===== src/rtl/rnm_pkg.sv =====
package rnm_pkg;
  localparam int THREADS = 2;

  typedef enum logic {
    TURN_T0 = 1'b0,
    TURN_T1 = 1'b1
  } turn_e;
endpackage


===== src/rtl/rnm_map_table.sv =====
module rnm_map_table #(
  parameter int NUM_LOG = 32,
  parameter int PW      = 7,
  parameter int TID     = 0,
  localparam int LW     = $clog2(NUM_LOG)
) (
  input  logic          clk,
  input  logic          rst_n,
  input  logic [LW-1:0] rd_a_idx,
  input  logic [LW-1:0] rd_b_idx,
  input  logic [LW-1:0] rd_d_idx,
  output logic [PW-1:0] rd_a_tag,
  output logic [PW-1:0] rd_b_tag,
  output logic [PW-1:0] rd_d_tag,
  input  logic          wr_en,
  input  logic [LW-1:0] wr_idx,
  input  logic [PW-1:0] wr_tag
);
  logic [PW-1:0] map_q [NUM_LOG];
  logic [PW-1:0] map_d [NUM_LOG];

  // reads see the table before this cycle's write
  always_comb begin
    rd_a_tag = map_q[rd_a_idx];
    rd_b_tag = map_q[rd_b_idx];
    rd_d_tag = map_q[rd_d_idx];
  end

  always_comb begin
    map_d = map_q;
    if (wr_en) map_d[wr_idx] = wr_tag;
  end

  always_ff @(posedge clk or negedge rst_n) begin
    if (!rst_n) begin
      for (int i = 0; i < NUM_LOG; i++) map_q[i] <= PW'(TID * NUM_LOG + i);
    end else if (wr_en) begin
      map_q <= map_d;
    end
  end
endmodule


===== src/rtl/rnm_free_pool.sv =====
module rnm_free_pool
  import rnm_pkg::*;
#(
  parameter int NUM_PHYS   = 68,
  parameter int RESET_BUSY = 64,
  localparam int PW        = $clog2(NUM_PHYS)
) (
  input  logic                       clk,
  input  logic                       rst_n,
  input  logic                       alloc0_en,
  input  logic                       alloc1_en,
  input  logic [THREADS-1:0]         rel_valid,
  input  logic [THREADS-1:0][PW-1:0] rel_tag,
  output logic [PW-1:0]              pick0,
  output logic [PW-1:0]              pick1,
  output logic                       have_one,
  output logic                       have_two
);
  logic [NUM_PHYS-1:0] free_q;
  logic [NUM_PHYS-1:0] free_d;
  logic                upd_en;

  // lowest and second-lowest free tags
  always_comb begin
    pick0    = '0;
    have_one = 1'b0;
    for (int i = 0; i < NUM_PHYS; i++) begin
      if (free_q[i] && !have_one) begin
        pick0    = PW'(i);
        have_one = 1'b1;
      end
    end
    pick1    = '0;
    have_two = 1'b0;
    for (int i = 0; i < NUM_PHYS; i++) begin
      if (free_q[i] && have_one && (PW'(i) != pick0) && !have_two) begin
        pick1    = PW'(i);
        have_two = 1'b1;
      end
    end
  end

  always_comb begin
    free_d = free_q;
    if (alloc0_en) free_d[pick0] = 1'b0;
    if (alloc1_en) free_d[pick1] = 1'b0;
    for (int k = 0; k < THREADS; k++) begin
      if (rel_valid[k]) free_d[rel_tag[k]] = 1'b1;
    end
    upd_en = alloc0_en | alloc1_en | (|rel_valid);
  end

  always_ff @(posedge clk or negedge rst_n) begin
    if (!rst_n) begin
      for (int i = 0; i < NUM_PHYS; i++) free_q[i] <= (i >= RESET_BUSY);
    end else if (upd_en) begin
      free_q <= free_d;
    end
  end

  // a tag taken this cycle is busy afterwards
  assert_taken_busy_R9: assert property (@(posedge clk) disable iff (!rst_n)
    (alloc0_en && !(|rel_valid)) |=> !free_q[$past(pick0)]);

  // the second grant never lands without a first one
  assert_pair_order_R9: assert property (@(posedge clk) disable iff (!rst_n)
    alloc1_en |-> (alloc0_en && have_two));
endmodule


===== src/rtl/rnm_grant_arb.sv =====
module rnm_grant_arb
  import rnm_pkg::*;
(
  input  logic               clk,
  input  logic               rst_n,
  input  logic [THREADS-1:0] want,
  input  logic               have_one,
  input  logic               have_two,
  output logic [THREADS-1:0] grant
);
  turn_e turn_q;
  turn_e turn_d;
  logic  contest;
  logic  turn_en;

  always_comb begin
    contest = want[0] & want[1] & have_one & !have_two;
    grant   = '0;
    if (have_two) begin
      grant = want;
    end else if (have_one) begin
      if (contest) grant = (turn_q == TURN_T0) ? 2'b01 : 2'b10;
      else         grant = want;
    end
    turn_en = contest;
    turn_d  = (turn_q == TURN_T0) ? TURN_T1 : TURN_T0;
  end

  always_ff @(posedge clk or negedge rst_n) begin
    if (!rst_n)       turn_q <= TURN_T0;
    else if (turn_en) turn_q <= turn_d;
  end

  // a single free tag never serves two threads
  assert_single_grant_R6: assert property (@(posedge clk) disable iff (!rst_n)
    !have_two |-> $onehot0(grant));

  // a contest is always decided for someone
  assert_contest_served_R6: assert property (@(posedge clk) disable iff (!rst_n)
    contest |-> ($countones(grant) == 1));
endmodule


===== src/rtl/rnm_rename_unit.sv =====
module rnm_rename_unit
  import rnm_pkg::*;
#(
  parameter int NUM_LOG    = 32,
  parameter int SPARE_REGS = 4,
  localparam int NUM_PHYS  = THREADS * NUM_LOG + SPARE_REGS,
  localparam int LW        = $clog2(NUM_LOG),
  localparam int PW        = $clog2(NUM_PHYS)
) (
  input  logic                       clk,
  input  logic                       rst_n,
  input  logic [THREADS-1:0]         ren_valid,
  input  logic [THREADS-1:0]         ren_has_dst,
  input  logic [THREADS-1:0][LW-1:0] ren_src_a,
  input  logic [THREADS-1:0][LW-1:0] ren_src_b,
  input  logic [THREADS-1:0][LW-1:0] ren_dst,
  output logic [THREADS-1:0]         ren_stall,
  input  logic [THREADS-1:0]         cmt_valid,
  input  logic [THREADS-1:0][PW-1:0] cmt_tag,
  output logic [THREADS-1:0]         out_valid,
  output logic [THREADS-1:0]         out_has_dst,
  output logic [THREADS-1:0][PW-1:0] out_psrc_a,
  output logic [THREADS-1:0][PW-1:0] out_psrc_b,
  output logic [THREADS-1:0][PW-1:0] out_pdst,
  output logic [THREADS-1:0][PW-1:0] out_pold
);
  logic [THREADS-1:0]         want;
  logic [THREADS-1:0]         grant;
  logic [THREADS-1:0]         accept;
  logic [PW-1:0]              pick0, pick1;
  logic                       have_one, have_two;
  logic [THREADS-1:0][PW-1:0] new_tag;
  logic [THREADS-1:0][PW-1:0] tag_a, tag_b, tag_old;

  always_comb begin
    want      = ren_valid & ren_has_dst;
    ren_stall = want & ~grant;
    accept    = ren_valid & ~ren_stall;
    new_tag[0] = pick0;
    new_tag[1] = grant[0] ? pick1 : pick0;
  end

  rnm_grant_arb i_arb (
    .clk      (clk),
    .rst_n    (rst_n),
    .want     (want),
    .have_one (have_one),
    .have_two (have_two),
    .grant    (grant)
  );

  rnm_free_pool #(
    .NUM_PHYS   (NUM_PHYS),
    .RESET_BUSY (THREADS * NUM_LOG)
  ) i_pool (
    .clk       (clk),
    .rst_n     (rst_n),
    .alloc0_en (|grant),
    .alloc1_en (&grant),
    .rel_valid (cmt_valid),
    .rel_tag   (cmt_tag),
    .pick0     (pick0),
    .pick1     (pick1),
    .have_one  (have_one),
    .have_two  (have_two)
  );

  for (genvar t = 0; t < THREADS; t++) begin : g_thr
    rnm_map_table #(
      .NUM_LOG (NUM_LOG),
      .PW      (PW),
      .TID     (t)
    ) i_map (
      .clk      (clk),
      .rst_n    (rst_n),
      .rd_a_idx (ren_src_a[t]),
      .rd_b_idx (ren_src_b[t]),
      .rd_d_idx (ren_dst[t]),
      .rd_a_tag (tag_a[t]),
      .rd_b_tag (tag_b[t]),
      .rd_d_tag (tag_old[t]),
      .wr_en    (grant[t]),
      .wr_idx   (ren_dst[t]),
      .wr_tag   (new_tag[t])
    );

    always_ff @(posedge clk or negedge rst_n) begin
      if (!rst_n) out_valid[t] <= 1'b0;
      else        out_valid[t] <= accept[t];
    end

    always_ff @(posedge clk) begin
      if (accept[t]) begin
        out_has_dst[t] <= ren_has_dst[t];
        out_psrc_a[t]  <= tag_a[t];
        out_psrc_b[t]  <= tag_b[t];
        out_pdst[t]    <= new_tag[t];
        out_pold[t]    <= tag_old[t];
      end
    end

    // an empty pool refuses every destination request
    assert_stall_empty_R5: assert property (@(posedge clk) disable iff (!rst_n)
      (ren_valid[t] && ren_has_dst[t] && !have_one) |-> ren_stall[t]);

    // requests without a destination pass
    assert_nodst_pass_R7: assert property (@(posedge clk) disable iff (!rst_n)
      (ren_valid[t] && !ren_has_dst[t]) |-> !ren_stall[t]);
  end

  // one cycle never hands the same tag to both threads
  assert_distinct_tags_R9: assert property (@(posedge clk) disable iff (!rst_n)
    (&(out_valid & out_has_dst)) |-> (out_pdst[0] != out_pdst[1]));

  // thread 0 holds the lower tag of a pair
  assert_pair_low_first_R3: assert property (@(posedge clk) disable iff (!rst_n)
    (&(out_valid & out_has_dst)) |-> (out_pdst[0] < out_pdst[1]));
endmodule


===== config.mk =====
export PLATFORM = sky130hd
export DESIGN_NAME = rnm_rename_unit
export DESIGN_NICKNAME = d
export VERILOG_FILES = /design/src/rtl/rnm_pkg.sv /design/src/rtl/rnm_map_table.sv /design/src/rtl/rnm_free_pool.sv /design/src/rtl/rnm_grant_arb.sv /design/src/rtl/rnm_rename_unit.sv
export SDC_FILE = /design/constraint.sdc
export NUM_CORES = 2
export LEC_CHECK = 0
export BUFFER_PORTS_ARGS = -buffer_cell sky130_fd_sc_hd__buf_2
export CAP_MARGIN = 10
export CORE_MARGIN = 1
export CORE_UTILIZATION = 25
export CTS_CLUSTER_SIZE = 24
export DETAILED_ROUTE_END_ITERATION = 7
export RECOVER_POWER = 25
export SETUP_SLACK_MARGIN = 0.4
export SLEW_MARGIN = 15
export SYNTH_ARGS = -nofsm -noshare
export SYNTH_HDL_FRONTEND = slang
export SYNTH_SLANG_ARGS = --single-unit

===== constraint.sdc =====
create_clock -name clk -period 4.7 [get_ports clk]
set_input_delay 0.235 -clock clk [delete_from_list [all_inputs] [get_ports clk]]
set_output_delay 0.235 -clock clk [all_outputs]
set_load 0.005 [all_outputs]

=== Word-level counts from Yosys, hierarchy flattened ===
Index checks and enable logic that the tools add are counted.

* Register bits: 577
* Input bits: 52
* Output and inout bits: 62
* Word-level logic and storage cells: 910

* Order comparisons: 16
* Equality and inequality tests: 67
* Mux-type cells: 312
* Bitwise logic cells: 22
* Reductions and logical operators: 415

{| class="wikitable"
|+ Operators with widths
! cell !! number
|-
| 2-to-1 mux 7 bit || 85
|-
| bitwise mux 224 bit || 2
|-
| logical AND 1 bit || 276
|-
| 2-to-1 mux 68 bit || 4
|-
| inequality test 6 x 7 -> 1 bit, first input constant || 32
|-
| binary-select mux 7 bit (select 5 bit) || 6
|-
| 2-to-1 mux 6 bit || 32
|-
| 2-to-1 mux 1 bit || 143
|-
| AND 68 bit || 2
|-
| inverter 68 bit || 2
|-
| bitwise OR 68 bit || 2
|-
| zero test 1 bit || 135
|-
| inequality test 5 x 7 -> 1 bit, first input constant || 16
|-
| 2-to-1 mux 5 bit || 16
|-
| demux 7 bit (select 5 bit) || 2
|-
| inequality test 4 x 7 -> 1 bit, first input constant || 8
|-
| >= comparator 6 bit, second input constant || 6
|-
| inverter 5 -> 6 bit || 6
|-
| < comparator 7 x 8 -> 1 bit, second input constant || 4
|-
| 2-to-1 mux 4 bit || 8
|-
| demux 1 bit (select 7 bit) || 4
|-
| >= comparator 7 x 1 -> 1 bit, second input constant || 4
|-
| inequality test 3 x 7 -> 1 bit, first input constant || 4
|-
| inequality test 7 bit, first input constant || 4
|-
| other kinds (12) || 29
|}

=== Longest topological paths before layout ===
* Depth after elaboration: 419
* Gate-level depth with buffers: 19
* Depth with buffers taken out: 12

=== Modules after synthesis ===
From an unflattened synthesis, not the netlist that was laid out.

* Cell total of the unflattened synthesis: 2848
* Area total of the unflattened synthesis: 38221.7 um^2

{| class="wikitable"
|+ Modules (own cells, without submodules)
! module !! times used !! cells an instance !! area each (um^2) !! seq. area each (um^2)
|-
| rnm_map_table (g_thr[1].i_map) || 1 || 804 || 13888.3 || 5745.5
|-
| rnm_map_table (g_thr[0].i_map) || 1 || 804 || 13848.3 || 5705.5
|-
| rnm_free_pool || 1 || 1153 || 8446.9 || 1706.6
|-
| rnm_rename_unit || 1 || 78 || 1963.1 || 1791.7
|-
| rnm_grant_arb || 1 || 9 || 75.1 || 25.0
|}

=== Worst setup path before layout ===
Ideal clock, no wire load.

* Path type: register -> register
* From: reg i_pool.free_q[0]
* To: reg out_has_dst[1], enable pin
* Library setup time: 420 ps
* Arrival: 4343 ps
* Required time: 4280 ps
* Path slack: -63 ps
* Cell stages (with the launch flop): 17
* Path buffers: 6
* Period minus slack after synthesis: 4763 ps
* Cell sequence: dfrtp_1 > clkbuf_1 > or2_2 > clkbuf_1 > nor3_4 > buf_2 > and4_1 > a211oi_1 > a211o_1 > and4bb_1 > buf_6 > nand4_1 > and2_1 > buf_2 > buf_2 > nor2_1 > nor2b_1

{| class="wikitable"
|+ RTL lines
! what !! line !! RTL
|-
| from (decl) || rnm_free_pool.sv:19 || <nowiki>logic [NUM_PHYS-1:0] free_q;</nowiki>
|-
| from (signal assigned) || rnm_free_pool.sv:57 || <nowiki>free_q <= free_d;</nowiki>
|-
| to (signal, indexed assignment) || rnm_rename_unit.sv:94 || <nowiki>out_has_dst[t] <= ren_has_dst[t];</nowiki>
|-
| to (decl) || rnm_rename_unit.sv:21 || <nowiki>output logic [THREADS-1:0] out_has_dst,</nowiki>
|}

=== Final worst setup path ===
* From: reg i_pool.free_q[9]
* To: out ren_stall[0]

* Longest elaborated chain between the ends: 387
* Elaborated cells on any way between the ends: 649
* Classes of those cells: eq/ne (67); mux (189); bitwise (4); reduce/logical (389)

{| class="wikitable"
|+ RTL lines
! what !! line !! RTL
|-
| logical AND 1 bit || rnm_free_pool.sv:28 || <nowiki>if (free_q[i] && !have_one) begin</nowiki>
|-
| 2-to-1 mux 1 bit || rnm_free_pool.sv:28 ||
|-
| zero test 1 bit || rnm_free_pool.sv:28 ||
|-
| logical AND 1 bit || rnm_free_pool.sv:28 ||
|-
| 2-to-1 mux 1 bit || rnm_free_pool.sv:28 ||
|-
| zero test 1 bit || rnm_free_pool.sv:28 ||
|-
| logical AND 1 bit || rnm_free_pool.sv:28 ||
|-
| 2-to-1 mux 1 bit || rnm_free_pool.sv:28 ||
|-
| (+371 left out) || -- ||
|-
| 2-to-1 mux 1 bit || rnm_free_pool.sv:36 || <nowiki>if (free_q[i] && have_one && (PW'(i) != pick0) && !have_two) begin</nowiki>
|-
| zero test 1 bit || rnm_grant_arb.sv:17 || <nowiki>contest = want[0] & want[1] & have_one & !have_two;</nowiki>
|-
| AND 1 bit || rnm_grant_arb.sv:17 ||
|-
| 2-to-1 mux 2 bit || rnm_grant_arb.sv:22 || <nowiki>if (contest) grant = (turn_q == TURN_T0) ? 2'b01 : 2'b10;</nowiki>
|-
| 2-to-1 mux 2 bit || rnm_grant_arb.sv:21 || <nowiki>end else if (have_one) begin</nowiki>
|-
| 2-to-1 mux 2 bit (*) || rnm_grant_arb.sv:19 || <nowiki>if (have_two) begin</nowiki>
|-
| inverter 2 bit (*) || rnm_rename_unit.sv:37 || <nowiki>ren_stall = want & ~grant;</nowiki>
|-
| AND 2 bit (*) || rnm_rename_unit.sv:37 ||
|-
| to (decl) || rnm_rename_unit.sv:17 || <nowiki>output logic [THREADS-1:0] ren_stall,</nowiki>
|}

Every way passes the cells marked *; elsewhere a longest branch is shown, timed or not.

==> metrics.md <==
| Metric | Value |
|---|---|
| Status | `finished with violations` |
| Failing checks | `max-capacitance violations, max-slew violations` |
| Yosys reg bits | `577` |
| Worst VDD drop | `0.000506 V` |
| Post-Place Cells | `5178` |
| Hold crit path type | `input pin to flip-flop` |
| Period utilization | `94.3%` |
| Avg Inst Size Synth | `11.9 um2` |
| Post-DP HPWL | `95.4 mm` |
| Top FF cell, synth | `dfrtp_1` |
| All-layer global routing usage | `17.8%` |
| Drt via density | `5.62` |
| Arrival time at the worst endpoint | `4200 ps` |
| Site row count | `140` |
| Post-Syn Instances | `3121` |
| Full die area | `150000 um2` |
| Core box area | `146000 um2` |
| Routed wire length | `136 mm` |
| Iter 0 DRT Violations | `3359` |
| First-pass GRT wire length | `201 mm` |
| End of the critical path | `ren_stall[0]` |
| Effective utilization at floorplan | `25.3%` |
| Reg2reg setup slack | `290 ps` |
| Max-cap violations | `1` |
| Count of cell types in the netlist | `100` |
| Layout cells sized above 1 | `46.7%` |
| Tmin final | `4430 ps` |
| Residual DRC | `0` |
| Post-detailed-route wirelength per cell | `25.3 um` |
| Most frequent cells in the layout | `mux4_2 (392), buf_4 (346), dfrtp_1 (313)` |
| Largest net degree at the start of global routing | `121` |
| Worst-Margin Slew | `2920 ps` |
| Area delta synth->final | `23.4%` |
| Number of global-route vias before repair | `29500` |
| Top fanout value on the critical path | `5` |
| Antenna viol nets, final | `0` |
| Crit end category | `output port` |
| Clock Skew | `33.1 ps` |
| Fmax | `226 MHz` |
| First-pass DRT Iterations | `6` |
| Die X | `387 um` |
| Gpl congestion | `0.975` |
| YS warnings | `0` |
| WS Path Type | `flip-flop to output port` |
| TritonCTS Buffers | `70` |
| Synthesized area | `37000 um2` |
| CTS Sinks | `577` |
| Leakage | `0.0174 uW` |
| R2R depth | `16` |
| RSZ-0062 raised after global routing | `yes` |
| CP Launch Point | `i_pool.free_q[9]$_DFFE_PN0P_` |
| Most common cell after layout, fill and taps aside | `mux4_2` |
| Routed vias | `30300` |
| Setup_tns | `0 ps` |
| Initial antenna violation count | `10` |
| Crit Reg-Reg Endpoint | `i_pool.free_q[31]$_DFFE_PN0P_` |
| Worst flop-to-flop path startpoint | `i_pool.free_q[9]$_DFFE_PN0P_` |
| Setup-failing EPs final | `0` |
| Die span in y | `387 um` |
| Max_slew headroom | `-94.8%` |
| CP required | `4470 ps` |
| TritonCTS clock tree | `done` |
| Nets | `3463` |
| Fill count | `14500` |
| Non-Filler Instances | `5383` |
| Max-slew violations | `105` |
| Post-synth EDFFs | `58` |
| Final hold vios | `0` |
| Sequential element share of the synthesized area | `40.5%` |
| Pwr Density | `629 nW/um2` |
| Io pins | `114` |
| Clock slew at reported path FFs | `60 ps` |
| Total congestion overflow | `0` |
| Synth async-reset ratio | `89.9%` |
| Crit start category | `flip-flop` |
| Post-Syn Nets | `3173` |
| PortBufs | `113` |
| Clk_lat worst skew | `640 ps` |
| Clock Tree Buf Depth | `3` |
| CTS Root Cell | `clkbuf_16` |
| Htree depth | `3` |
==> cell usage after synthesis (all sizes together), types with 16 or more instances <==
cell type,instances,area [um2]
o221ai,44,385
mux2,251,2830
or2,16,100
nor4,45,330
or3,23,144
clkbuf,175,657
nor3,77,407
buf,125,618
o31ai,23,178
inv,37,139
nor2b,20,125
mux4,392,8830
o21ai,205,1040
a22oi,87,653
dfrtp,323,8080
nand4,40,263
a21oi,175,876
nor2,230,866
dfstp,196,5150
and2,26,163
o211ai,16,120
nand3,54,275
nand2,228,921
edfxtp,58,1740
==> routing by layer <==
metal  track usage (%)  vias to the layer above  routed length [um]
met3              3.83                      312               12100
met4              8.03                       14                6090
met2              27.9                     1523               63300
li1                  -                    12900                   -
met1              23.5                    15600               54600
met5                 0                        -                  80
==> flip-flops by register name, indices dropped and copies added (netlist names) <==
signal and flops:
i_arb.turn_q 1, out_has_dst 2, out_pdst 14, out_psrc_a 14, g_thr.i_map.map_q 448, i_pool.free_q 68, out_valid 2, out_pold 14
out_psrc_b 14
==> worst min path at each step <==
stage                                            endpoint  cells after the start  slack (ps)         from
floorplan           g_thr[0].i_map.map_q[100]$_DFFE_PN0P_                      0         -60        rst_n
global placement    g_thr[1].i_map.map_q[190]$_DFFE_PN0P_                      1         380        rst_n
detailed placement  g_thr[1].i_map.map_q[190]$_DFFE_PN0P_                      1         390        rst_n
CTS                         i_pool.free_q[46]$_DFFE_PN0P_                      4           8   cmt_tag[6]
global route                i_pool.free_q[25]$_DFFE_PN0P_                      4          60  cmt_tag[12]
finish                      i_pool.free_q[46]$_DFFE_PN0P_                      4          60   cmt_tag[6]
==> metrics by stage <==
| stage | utilization (%) | setup slack [ps] | cell area [um2] | hold WS [ps] | total power (uW) |
|---|---|---|---|---|---|
| 6_report | 31.2 | 266 | 45700 | 56.6 | 28700 |
| 5_1_grt | 31.2 | 121 | 45700 | 56.6 | 30000 |
| 3_3_place_gp | 28.6 | 116 | 41800 | 376 | 21500 |
| 2_1_floorplan | - | 448 | 37000 | -60.6 | 15600 |
| 3_5_place_dp | 28.6 | 193 | 41800 | 386 | 21600 |
| 4_1_cts | 30.7 | 290 | 44900 | 8.38 | 27900 |
==> cell families (layout without fill, tap and decap cells) <==
family,after synthesis,after routing,synth area share [%]
adders and majority gates,15,15,0.409
xor gates and xnor gates,8,8,0.189
muxes,645,645,31.6
and+or+nand+nor,845,846,11.5
buffers and inverters,338,681,3.83
DFF,577,577,40.5
AOI/OAI and AO/OA,693,693,12.0
other,0,1,0
==> power breakdown <==
group,total (uW),internal [uW],switching (uW)
registers,8510,7030,1480
logic,14500,6240,8260
clock network,5700,3370,2330
total,28700,16600,12100
==> worst max-delay path, cell delays in order (launching register included) <==
cell	delay, ps
dfrtp_1	410
or4_4	570
buf_6	140
nor4_4	240
buf_4	200
nand4_1	200
maj3_2	420
nor3_4	240
and4bb_1	270
buf_12	120
and3_4	180
o211ai_1	110
a21oi_2	160
a21oi_2	60
nor2_1	80
buf_4	180
==> cell type report <==
class,count,area (um2),area share [%]
Timing Repair Buffer,517,4230,9.26
Clock inverter,43,482,1.06
Tap cell,1917,2400,5.25
Sequential cell,577,15000,32.8
Multi-Input combinational cell,2207,21500,47.1
Clock buffer,83,1910,4.19
Antenna cell,1,2.50,0.00548
Inverter,38,150,0.329
==> what timing repair did <==
item | CTS | global route
cloned | 1 | 2
endpoints found under the hold margin | 55 | 0
setup endpoints to repair | 418 | 516
setup buffers | 33 | 38
hold buffers | 4 | 0
resized for setup | 73 | 118
pin swaps | 25 | 25
(Power assumes the default switching activity.)
